**src/rtl/irq_router_pkg.sv**
```systemverilog
package irq_router_pkg;

  typedef enum logic [2:0] {
    DM_FIXED  = 3'd0,
    DM_LOWPRI = 3'd1,
    DM_SMGMT  = 3'd2,
    DM_NONMSK = 3'd4,
    DM_INIT   = 3'd5,
    DM_EXTERN = 3'd7
  } dmode_e;

  typedef struct packed {
    logic [7:0] dest;
    logic       mask;
    logic       trig;
    logic       pol;
    logic       dstmode;
    logic [2:0] dmode;
    logic [7:0] vector;
  } rte_cfg_t;

  localparam int unsigned TBL_BASE = 16;
  localparam int unsigned ID_WORD  = 0;

  localparam rte_cfg_t RTE_RESET = '{dest: 8'h00, mask: 1'b1, trig: 1'b0,
                                     pol: 1'b0, dstmode: 1'b0, dmode: 3'd0,
                                     vector: 8'h00};

endpackage

```
**src/rtl/irq_line_front.sv**
```systemverilog
module irq_line_front #(
  parameter int NL = 24
) (
  input  logic          clk,
  input  logic          rst,
  input  logic [NL-1:0] irq_in,
  input  logic [NL-1:0] pol,
  input  logic [NL-1:0] trig,
  output logic [NL-1:0] lvl_on,
  output logic [NL-1:0] edge_hit
);

  logic [NL-1:0] samp_q;
  logic [NL-1:0] prev_q;

  always_ff @(posedge clk) begin
    if (rst) begin
      samp_q <= '0;
      prev_q <= '0;
    end else begin
      samp_q <= irq_in;
      prev_q <= samp_q;
    end
  end

  for (genvar i = 0; i < NL; i++) begin : g_line
    logic now_on;
    logic was_on;
    assign now_on      = samp_q[i] ^ pol[i];
    assign was_on      = prev_q[i] ^ pol[i];
    assign lvl_on[i]   = trig[i] & now_on;
    assign edge_hit[i] = ~trig[i] & now_on & ~was_on;
  end

endmodule

```
**src/rtl/irq_prio_arb.sv**
```systemverilog
module irq_prio_arb #(
  parameter int NL = 24,
  parameter int EW = $clog2(NL)
) (
  input  logic [NL-1:0] req,
  output logic [NL-1:0] grant,
  output logic          any,
  output logic [EW-1:0] win
);

  assign grant = req & (~req + NL'(1));
  assign any   = |req;

  always_comb begin
    win = '0;
    for (int i = NL - 1; i >= 0; i--) begin
      if (req[i]) win = EW'(i);
    end
  end

endmodule

```
**src/rtl/irq_redir_table.sv**
```systemverilog
module irq_redir_table
  import irq_router_pkg::*;
#(
  parameter int NL = 24,
  parameter int EW = $clog2(NL)
) (
  input  logic          clk,
  input  logic          rst,
  input  logic          we_lo,
  input  logic          we_hi,
  input  logic [EW-1:0] wr_ent,
  input  rte_cfg_t      wr_cfg,
  input  logic [NL-1:0] lvl_on,
  input  logic [NL-1:0] edge_hit,
  input  logic          acc,
  input  logic [EW-1:0] acc_ent,
  input  logic          eoi_valid,
  input  logic [7:0]    eoi_vector,
  input  logic [EW-1:0] rd_ent,
  input  logic          rd_hi,
  output logic [31:0]   rd_word,
  input  logic [EW-1:0] pick_ent,
  output rte_cfg_t      pick_cfg,
  output logic [NL-1:0] mask_vec,
  output logic [NL-1:0] pol_vec,
  output logic [NL-1:0] trig_vec,
  output logic [NL-1:0] rirr_vec,
  output logic [NL-1:0] req_vec
);

  rte_cfg_t ent_arr [NL];

  for (genvar i = 0; i < NL; i++) begin : g_ent
    rte_cfg_t ent_q;
    logic     pend_q;
    logic     hold_q;
    logic     hit_w;
    logic     hit_acc;
    logic     hit_eoi;

    assign hit_w   = (wr_ent == EW'(i));
    assign hit_acc = acc && (acc_ent == EW'(i));
    assign hit_eoi = eoi_valid && (eoi_vector == ent_q.vector) && ent_q.trig;

    always_ff @(posedge clk) begin
      if (rst) begin
        ent_q <= RTE_RESET;
      end else begin
        if (we_lo && hit_w) begin
          ent_q.vector  <= wr_cfg.vector;
          ent_q.dmode   <= wr_cfg.dmode;
          ent_q.dstmode <= wr_cfg.dstmode;
          ent_q.pol     <= wr_cfg.pol;
          ent_q.trig    <= wr_cfg.trig;
          ent_q.mask    <= wr_cfg.mask;
        end
        if (we_hi && hit_w) begin
          ent_q.dest <= wr_cfg.dest;
        end
      end
    end

    // edge request: masked lines drop it, acceptance consumes it, a new edge wins
    always_ff @(posedge clk) begin
      if (rst) begin
        pend_q <= 1'b0;
        hold_q <= 1'b0;
      end else begin
        pend_q <= ~ent_q.mask & (edge_hit[i] | (pend_q & ~hit_acc));
        hold_q <= (hit_acc & ent_q.trig) | (hold_q & ~hit_eoi);
      end
    end

    assign ent_arr[i]  = ent_q;
    assign req_vec[i]  = pend_q | (lvl_on[i] & ~ent_q.mask & ~hold_q);
    assign mask_vec[i] = ent_q.mask;
    assign pol_vec[i]  = ent_q.pol;
    assign trig_vec[i] = ent_q.trig;
    assign rirr_vec[i] = hold_q;
  end

  always_comb begin
    rd_word = '0;
    if (int'(rd_ent) < NL) begin
      if (rd_hi) begin
        rd_word = {ent_arr[rd_ent].dest, 24'h0};
      end else begin
        rd_word = {15'h0, ent_arr[rd_ent].mask, ent_arr[rd_ent].trig,
                   rirr_vec[rd_ent], ent_arr[rd_ent].pol, req_vec[rd_ent],
                   ent_arr[rd_ent].dstmode, ent_arr[rd_ent].dmode,
                   ent_arr[rd_ent].vector};
      end
    end
  end

  assign pick_cfg = ent_arr[pick_ent];

endmodule

```
**src/rtl/irq_router_top.sv**
```systemverilog
module irq_router_top
  import irq_router_pkg::*;
#(
  parameter int NL = 24,
  parameter int AW = 5,
  parameter int IW = 8
) (
  input  logic          clk,
  input  logic          rst,
  input  logic          bus_wr,
  input  logic          bus_rd,
  input  logic [AW-1:0] bus_addr,
  input  logic [31:0]   bus_wdata,
  output logic [31:0]   bus_rdata,
  input  logic [NL-1:0] irq_in,
  input  logic          eoi_valid,
  input  logic [7:0]    eoi_vector,
  output logic          msg_valid,
  input  logic          msg_ready,
  output logic [7:0]    msg_vector,
  output logic [2:0]    msg_dmode,
  output logic          msg_dstmode,
  output logic [7:0]    msg_dest
);

  localparam int EW      = $clog2(NL);
  localparam int TBL_END = int'(TBL_BASE) + 2 * NL;

  logic [IW-1:0] idx_q;
  logic [7:0]    id_q;
  logic [EW-1:0] sel_q;

  logic          at_index;
  logic          at_window;
  logic          in_tbl;
  logic [EW-1:0] tbl_ent;
  logic [31:0]   tbl_word;
  rte_cfg_t      wr_cfg;
  rte_cfg_t      pick_cfg;

  logic [NL-1:0] lvl_on;
  logic [NL-1:0] edge_hit;
  logic [NL-1:0] mask_vec;
  logic [NL-1:0] pol_vec;
  logic [NL-1:0] trig_vec;
  logic [NL-1:0] rirr_vec;
  logic [NL-1:0] req_vec;
  logic [NL-1:0] arb_grant;
  logic          arb_any;
  logic [EW-1:0] arb_win;

  logic          acc;
  logic          drop;
  logic          load;

  assign at_index  = (bus_addr == AW'(0));
  assign at_window = (bus_addr == AW'(16));
  assign in_tbl    = (int'(idx_q) >= int'(TBL_BASE)) && (int'(idx_q) < TBL_END);
  assign tbl_ent   = EW'((32'(idx_q) - 32'(TBL_BASE)) >> 1);

  assign wr_cfg = '{dest: bus_wdata[31:24], mask: bus_wdata[16],
                    trig: bus_wdata[15], pol: bus_wdata[13],
                    dstmode: bus_wdata[11], dmode: bus_wdata[10:8],
                    vector: bus_wdata[7:0]};

  irq_line_front #(.NL(NL)) u_front (
    .clk      (clk),
    .rst      (rst),
    .irq_in   (irq_in),
    .pol      (pol_vec),
    .trig     (trig_vec),
    .lvl_on   (lvl_on),
    .edge_hit (edge_hit)
  );

  irq_redir_table #(.NL(NL), .EW(EW)) u_table (
    .clk        (clk),
    .rst        (rst),
    .we_lo      (bus_wr && at_window && in_tbl && !idx_q[0]),
    .we_hi      (bus_wr && at_window && in_tbl && idx_q[0]),
    .wr_ent     (tbl_ent),
    .wr_cfg     (wr_cfg),
    .lvl_on     (lvl_on),
    .edge_hit   (edge_hit),
    .acc        (acc),
    .acc_ent    (sel_q),
    .eoi_valid  (eoi_valid),
    .eoi_vector (eoi_vector),
    .rd_ent     (tbl_ent),
    .rd_hi      (idx_q[0]),
    .rd_word    (tbl_word),
    .pick_ent   (arb_win),
    .pick_cfg   (pick_cfg),
    .mask_vec   (mask_vec),
    .pol_vec    (pol_vec),
    .trig_vec   (trig_vec),
    .rirr_vec   (rirr_vec),
    .req_vec    (req_vec)
  );

  irq_prio_arb #(.NL(NL), .EW(EW)) u_arb (
    .req   (req_vec),
    .grant (arb_grant),
    .any   (arb_any),
    .win   (arb_win)
  );

  // selector, identifier and registered read port
  always_ff @(posedge clk) begin
    if (rst) begin
      idx_q     <= '0;
      id_q      <= '0;
      bus_rdata <= '0;
    end else begin
      if (bus_wr && at_index) idx_q <= bus_wdata[IW-1:0];
      if (bus_wr && at_window && (int'(idx_q) == int'(ID_WORD))) id_q <= bus_wdata[31:24];
      if (bus_rd) begin
        if (at_index) begin
          bus_rdata <= 32'(idx_q);
        end else if (at_window) begin
          if (int'(idx_q) == int'(ID_WORD)) bus_rdata <= {id_q, 24'h0};
          else if (in_tbl)                  bus_rdata <= tbl_word;
          else                              bus_rdata <= '0;
        end else begin
          bus_rdata <= '0;
        end
      end
    end
  end

  // single-slot message stage
  assign acc  = msg_valid && msg_ready;
  assign drop = msg_valid && !msg_ready && mask_vec[sel_q];
  assign load = !msg_valid && arb_any;

  always_ff @(posedge clk) begin
    if (rst) begin
      msg_valid   <= 1'b0;
      sel_q       <= '0;
      msg_vector  <= '0;
      msg_dmode   <= '0;
      msg_dstmode <= 1'b0;
      msg_dest    <= '0;
    end else if (acc || drop) begin
      msg_valid <= 1'b0;
    end else if (load) begin
      msg_valid   <= 1'b1;
      sel_q       <= arb_win;
      msg_vector  <= pick_cfg.vector;
      msg_dmode   <= pick_cfg.dmode;
      msg_dstmode <= pick_cfg.dstmode;
      msg_dest    <= pick_cfg.dest;
    end
  end

endmodule

```
**config.mk**
```make
export PLATFORM = sky130hd
export DESIGN_NAME = irq_router_top
export DESIGN_NICKNAME = d
export VERILOG_FILES = /design/src/rtl/irq_router_pkg.sv /design/src/rtl/irq_line_front.sv /design/src/rtl/irq_prio_arb.sv /design/src/rtl/irq_redir_table.sv /design/src/rtl/irq_router_top.sv
export SDC_FILE = /design/constraint.sdc
export NUM_CORES = 2
export LEC_CHECK = 0
export BUFFER_PORTS_ARGS = -buffer_cell sky130_fd_sc_hd__buf_4
export CAP_MARGIN = 20
export CORE_MARGIN = 4
export CORE_UTILIZATION = 43
export DETAILED_ROUTE_END_ITERATION = 7
export MAX_ROUTING_LAYER = met4
export PLACE_DENSITY = 0.67
export SYNTH_ARGS = -nofsm -noshare
export SYNTH_HDL_FRONTEND = slang
export SYNTH_HIERARCHICAL = 1
export SYNTH_SLANG_ARGS = --single-unit
```
**constraint.sdc**
```tcl
create_clock -name clk -period 3.7 [get_ports clk]
set_clock_uncertainty 0.05 [all_clocks]
set_input_delay 0.185 -clock clk [delete_from_list [all_inputs] [get_ports clk]]
set_output_delay 0.185 -clock clk [all_outputs]
set_load 0.01 [all_outputs]
```
* After elaboration in Yosys (flattened, before gate mapping)
Cells that the tools add are included.
Word-level totals: register bits 722, output and inout bits 53
Cells by class: $add $sub $neg 1, $lt $le $gt $ge 7, equality and inequality tests 71, mux-type cells 42, bitwise operators 483, reductions and logical operators 142
Operators by type and width (count):
- $bmux W23 S5 | 2
- $and A1 B1 Y1 | 216
- $eq A8 B8 Y1 | 24
- $mux W32 | 6
- $not A1 Y1 | 145
- $logic_and A1 B1 Y1 | 131
- $mux W5 | 24
- $mux W23 | 4
- $eq A5 B5 Y1 const B | 17
- $eq A5 B4 Y1 const B | 16
- $or A1 B1 Y1 | 72
- $xor A1 B1 Y1 | 48
- $eq A5 B3 Y1 const B | 8
- $reduce_or A24 Y1 | 1
- $eq A5 B2 Y1 const B | 4
- $bmux W1 S5 | 3
- $logic_not A5 Y1 | 3
- $ge A6 B6 Y1 const B | 2
- $lt A5 B6 Y1 const B | 2
- $not A5 Y6 | 2
- $eq A5 B1 Y1 const B | 2
- $ge A8 B5 Y1 const B | 1
- $logic_not A8 Y1 | 1
- $lt A8 B7 Y1 const B | 1
- other kinds (7) | 11

* Longest topological paths before layout
depth in word-level cells 33, mapped depth 18

* Modules after synthesis
Netlist, hierarchy kept.
Modules (own cells, without submodules):
- irq_redir_table | times used 1, cells each 3775, area an instance 33873.7 um^2
- irq_router_top | times used 1, cells each 345, area an instance 3149.3 um^2
- irq_line_front | times used 1, cells each 221, area an instance 2222.1 um^2
- irq_prio_arb | times used 1, cells each 82, area an instance 526.8 um^2

* Worst setup path after synthesis
OpenSTA, ideal clock, no wires.
path kind reg-to-reg, start point reg u_table/pol_vec[12] (netlist name), end point reg msg_vector[7], library setup time 0.132 ns, arrival 3.879 ns, required time 3.518 ns, setup slack -0.362 ns, cell stages (with the launch flop) 18, path through dfxtp_1 -> buf_4 -> xor2_1 -> and2_1 -> nor3b_1 -> or2_2 -> or4_1 -> a221oi_1 -> o21ai_1 -> a311oi_1 -> buf_2 -> buf_2 -> mux4_2 -> mux2_2 -> nand2_1 -> o221ai_1 -> nand2_1 -> a21oi_1
RTL lines:
- end signal: assignment | line irq_router_top.sv:149 | msg_vector <= pick_cfg.vector;
- end: declaration | line irq_router_top.sv:20 | output logic [7:0] msg_vector,

==> reports/qor_table.md <==
| Quantity | Reported | Unit |
| --- | --- | --- |
| Worst skew pair latency | 0.65 | ns |
| Critical Path, Cell by Cell | xor2_1 -> and2_1 -> nor3b_4 -> or2_4 -> or4_4 -> a221oi_2 -> o21ai_2 -> a311oi_4 -> buf_6 -> buf_12 -> buf_12 -> buf_12 -> mux4_2 -> mux2i_2 -> o221ai_1 -> nand2_1 -> a21oi_1 | - |
| Worst setup path startpoint | u_table/pol_vec[12] | - |
| MaxCap Viol Count | 0 | - |
| Initial standard-cell utilization of the core | 43.6 | % |
| Startpoint of the lowest-slack register-to-register path | u_table/pol_vec[12] | - |
| Total of fill cells in the finished design | 8029 | - |
| Relative area change from synthesis to final layout | 14.9 | % |
| CP startpoint kind | flip-flop | - |
| Setup slack after layout | -0.248 | ns |
| Final instance count without filler cells | 5596 | - |
| Count of vias placed by the detailed router | 34000 | - |
| Via count of the first global-routing pass | 31800 | - |
| Cell Count Post-Placement | 5384 | - |
| Worst voltage drop across the vdd grid | 0.305 | mV |
| Routability Congestion | 0.973 | - |
| Num CTS Buffers | 78 | - |
| Die Ht | 309 | µm |
| Commonest non-fill, non-tap cells in the layout | sky130_fd_sc_hd__nand2_1, sky130_fd_sc_hd__dfxtp_1, sky130_fd_sc_hd__a21oi_1 | - |
| Final Cell Area | 0.0447 | mm² |
| Global Route Usage Sum | 27.6 | % |
| Power, Total | 16.6 | mW |
| Number of core rows | 109 | - |
| Final worst path period need | 3.95 | ns |
| Total count of hold-check failures in the final report | 0 | - |
| Biggest fanout along the worst timing path | 8 | - |
| Count of H-tree levels built during CTS | 3 | - |
| Port Buffer Count | 118 | - |
| Vias per cell | 6.08 | - |
| Arrival time reported for the critical path endpoint | 4.42 | ns |
| Clock sink count | 722 | - |
| Tightest slew margin relative to the limit | 25.8 | % |
| Count of routing violations after the opening detailed-route iteration | 4180 | - |
| Launch instance of the worst min-delay path | rst | - |
| Largest net degree at the start of global routing | 117 | - |
| Setup Total Neg Slack | -3.78 | ns |
| Clock tree from TritonCTS | done | - |
| Sum of routed wire length over all layers | 131000 | µm |
| Overflow left after global routing | 0 | - |
| Floorplan die area | 0.0952 | mm² |
| Area after DPL | 0.0411 | mm² |
| Violated checks | negative setup slack | - |
| Sum of net half-perimeters after detailed placement | 93300 | µm |
| Die extent in x | 309 | µm |
| Period Utilization, post-route | 107 | % |
| Antenna violations before repair | 10 | - |
| Clock Tree Buf Depth | 3 | - |
| Summed instance area of the synthesized netlist | 0.0389 | mm² |
| Routed wire length per instance | 23.3 | µm |
| Post-Syn Instances | 4339 | - |
| Total of endpoints with negative setup slack in the final report | 20 | - |
| Proportion of layout cells with a drive suffix above 1 | 20.3 | % |
| CP Class | reg2reg | - |
| DR DRC count | 0 | - |
| CTS Root Buffer Type | sky130_fd_sc_hd__clkbuf_16 | - |
| Result of the run | finished with violations | - |
| Number of iterations in the first detailed-routing pass | 6 | - |
| Final-report max-slew violation count | 0 | - |
| Placeable Area | 0.0891 | mm² |
| Final Net Count | 4445 | - |
| Hold WC Path Type | in2reg | - |
| Static Leak | 14.9 | nW |
| Unrepaired setup endpoints after global routing | yes | - |
| CP most frequent cell | sky130_fd_sc_hd__buf_12 | - |
| Clock transition at the registers of the reported paths | 0.06 | ns |
| Most frequent standard cell in the layout excluding fill and tap cells | sky130_fd_sc_hd__nand2_1 | - |
| Mean area per synthesized cell | 8.95 | µm² |
| Top-level port count | 128 | - |
| Pre-CTS WS | -0.375 | ns |
| P per Cell Area | 372 | mW/mm² |
| First-pass GRT wire length | 198000 | µm |
| Antenna violation net count after detailed routing | 0 | - |
| Number of synthesis warnings | 6 | - |
| Slowest stage cell on the critical path | sky130_fd_sc_hd__mux4_2 | - |
| Setup crit end kind | flip-flop | - |
| CP Data Required Time | 4.17 | ns |
| Upper clock frequency limit | 0.253 | GHz |
| Worst path max stage delay | 0.51 | ns |
| Worst slew pin tran | 1.11 | ns |
power breakdown:
| part | switching, mW | total [mW] | internal, mW |
|---|---|---|---|
| clock network | 3.35 | 8.11 | 4.75 |
| registers | 0.0215 | 7.82 | 7.80 |
| logic | 0.459 | 0.687 | 0.228 |
per-stage QoR:
step / utilization [%] / hold WS (ns)
floorplan: - / 0.256
global placement: 46.1 / 0.349
detailed placement: 46.1 / 0.351
CTS: 50.0 / 0.0209
global route: 50.1 / 0.0575
finish: 50.1 / 0.0325
critical path, delay by kind of cell, from the launching register on:
kind | cells | cell delay, ns
xor gates and xnor gates | 1 | 0.14
and+or+nand+nor | 5 | 1.11
muxes | 2 | 0.75
DFF | 1 | 0.32
buffers and inverters | 4 | 0.65
AOI/OAI and AO/OA | 5 | 0.79
routing by layer:
metal | share of wire [%] | global-route usage, %
met5 | 0 | -
met4 | 2.6 | 7.53
met3 | 10 | 4.89
met2 | 44 | 41.4
met1 | 43 | 38.4
registers in the layout, summed over array words and instances, names as in the netlist:
signal and cells:
bus_rdata 32, id_q 8, idx_q 8, msg_dest 8
msg_dmode 3, msg_dstmode 1, msg_valid 1, msg_vector 8
sel_q 5, u_front/prev_q 24, u_front/samp_q 24, u_table/ent_arr 480
u_table/g_ent.hold_q 24, u_table/g_ent.pend_q 24, u_table/mask_vec 24, u_table/pol_vec 24
u_table/trig_vec 24
path summary, 6_finish.rpt:
check	slack, ns	depth (start not counted)	to
worst max register to register	-0.25	17	msg_dest[4]
worst min-delay path	0.03	2	u_front/prev_q[15]
worst min register to register	0.42	2	u_table/ent_arr[101]
worst max-delay path	-0.25	17	msg_dest[4]
repair_timing:
action	4_1_cts	5_1_grt
hold buffers	49	0
gates cloned	4	1
pin swaps	4	7
resized for setup	38	26
buffers inserted	10	7
endpoints found under the setup margin	20	37
endpoints found under the hold margin	593	0
cell type report:
class	instances	area, µm²	share of cell area [%]
clock inverter	36	402	0.899
multi-input combinational	3160	22500	50.4
clock buffer	105	2210	4.94
antenna	2	5.00	0.0112
timing repair buffer	390	3570	7.99
inverter	16	60.1	0.134
tap	1165	1460	3.26
sequential	722	14500	32.4
Power figures use the tool's default switching activity.
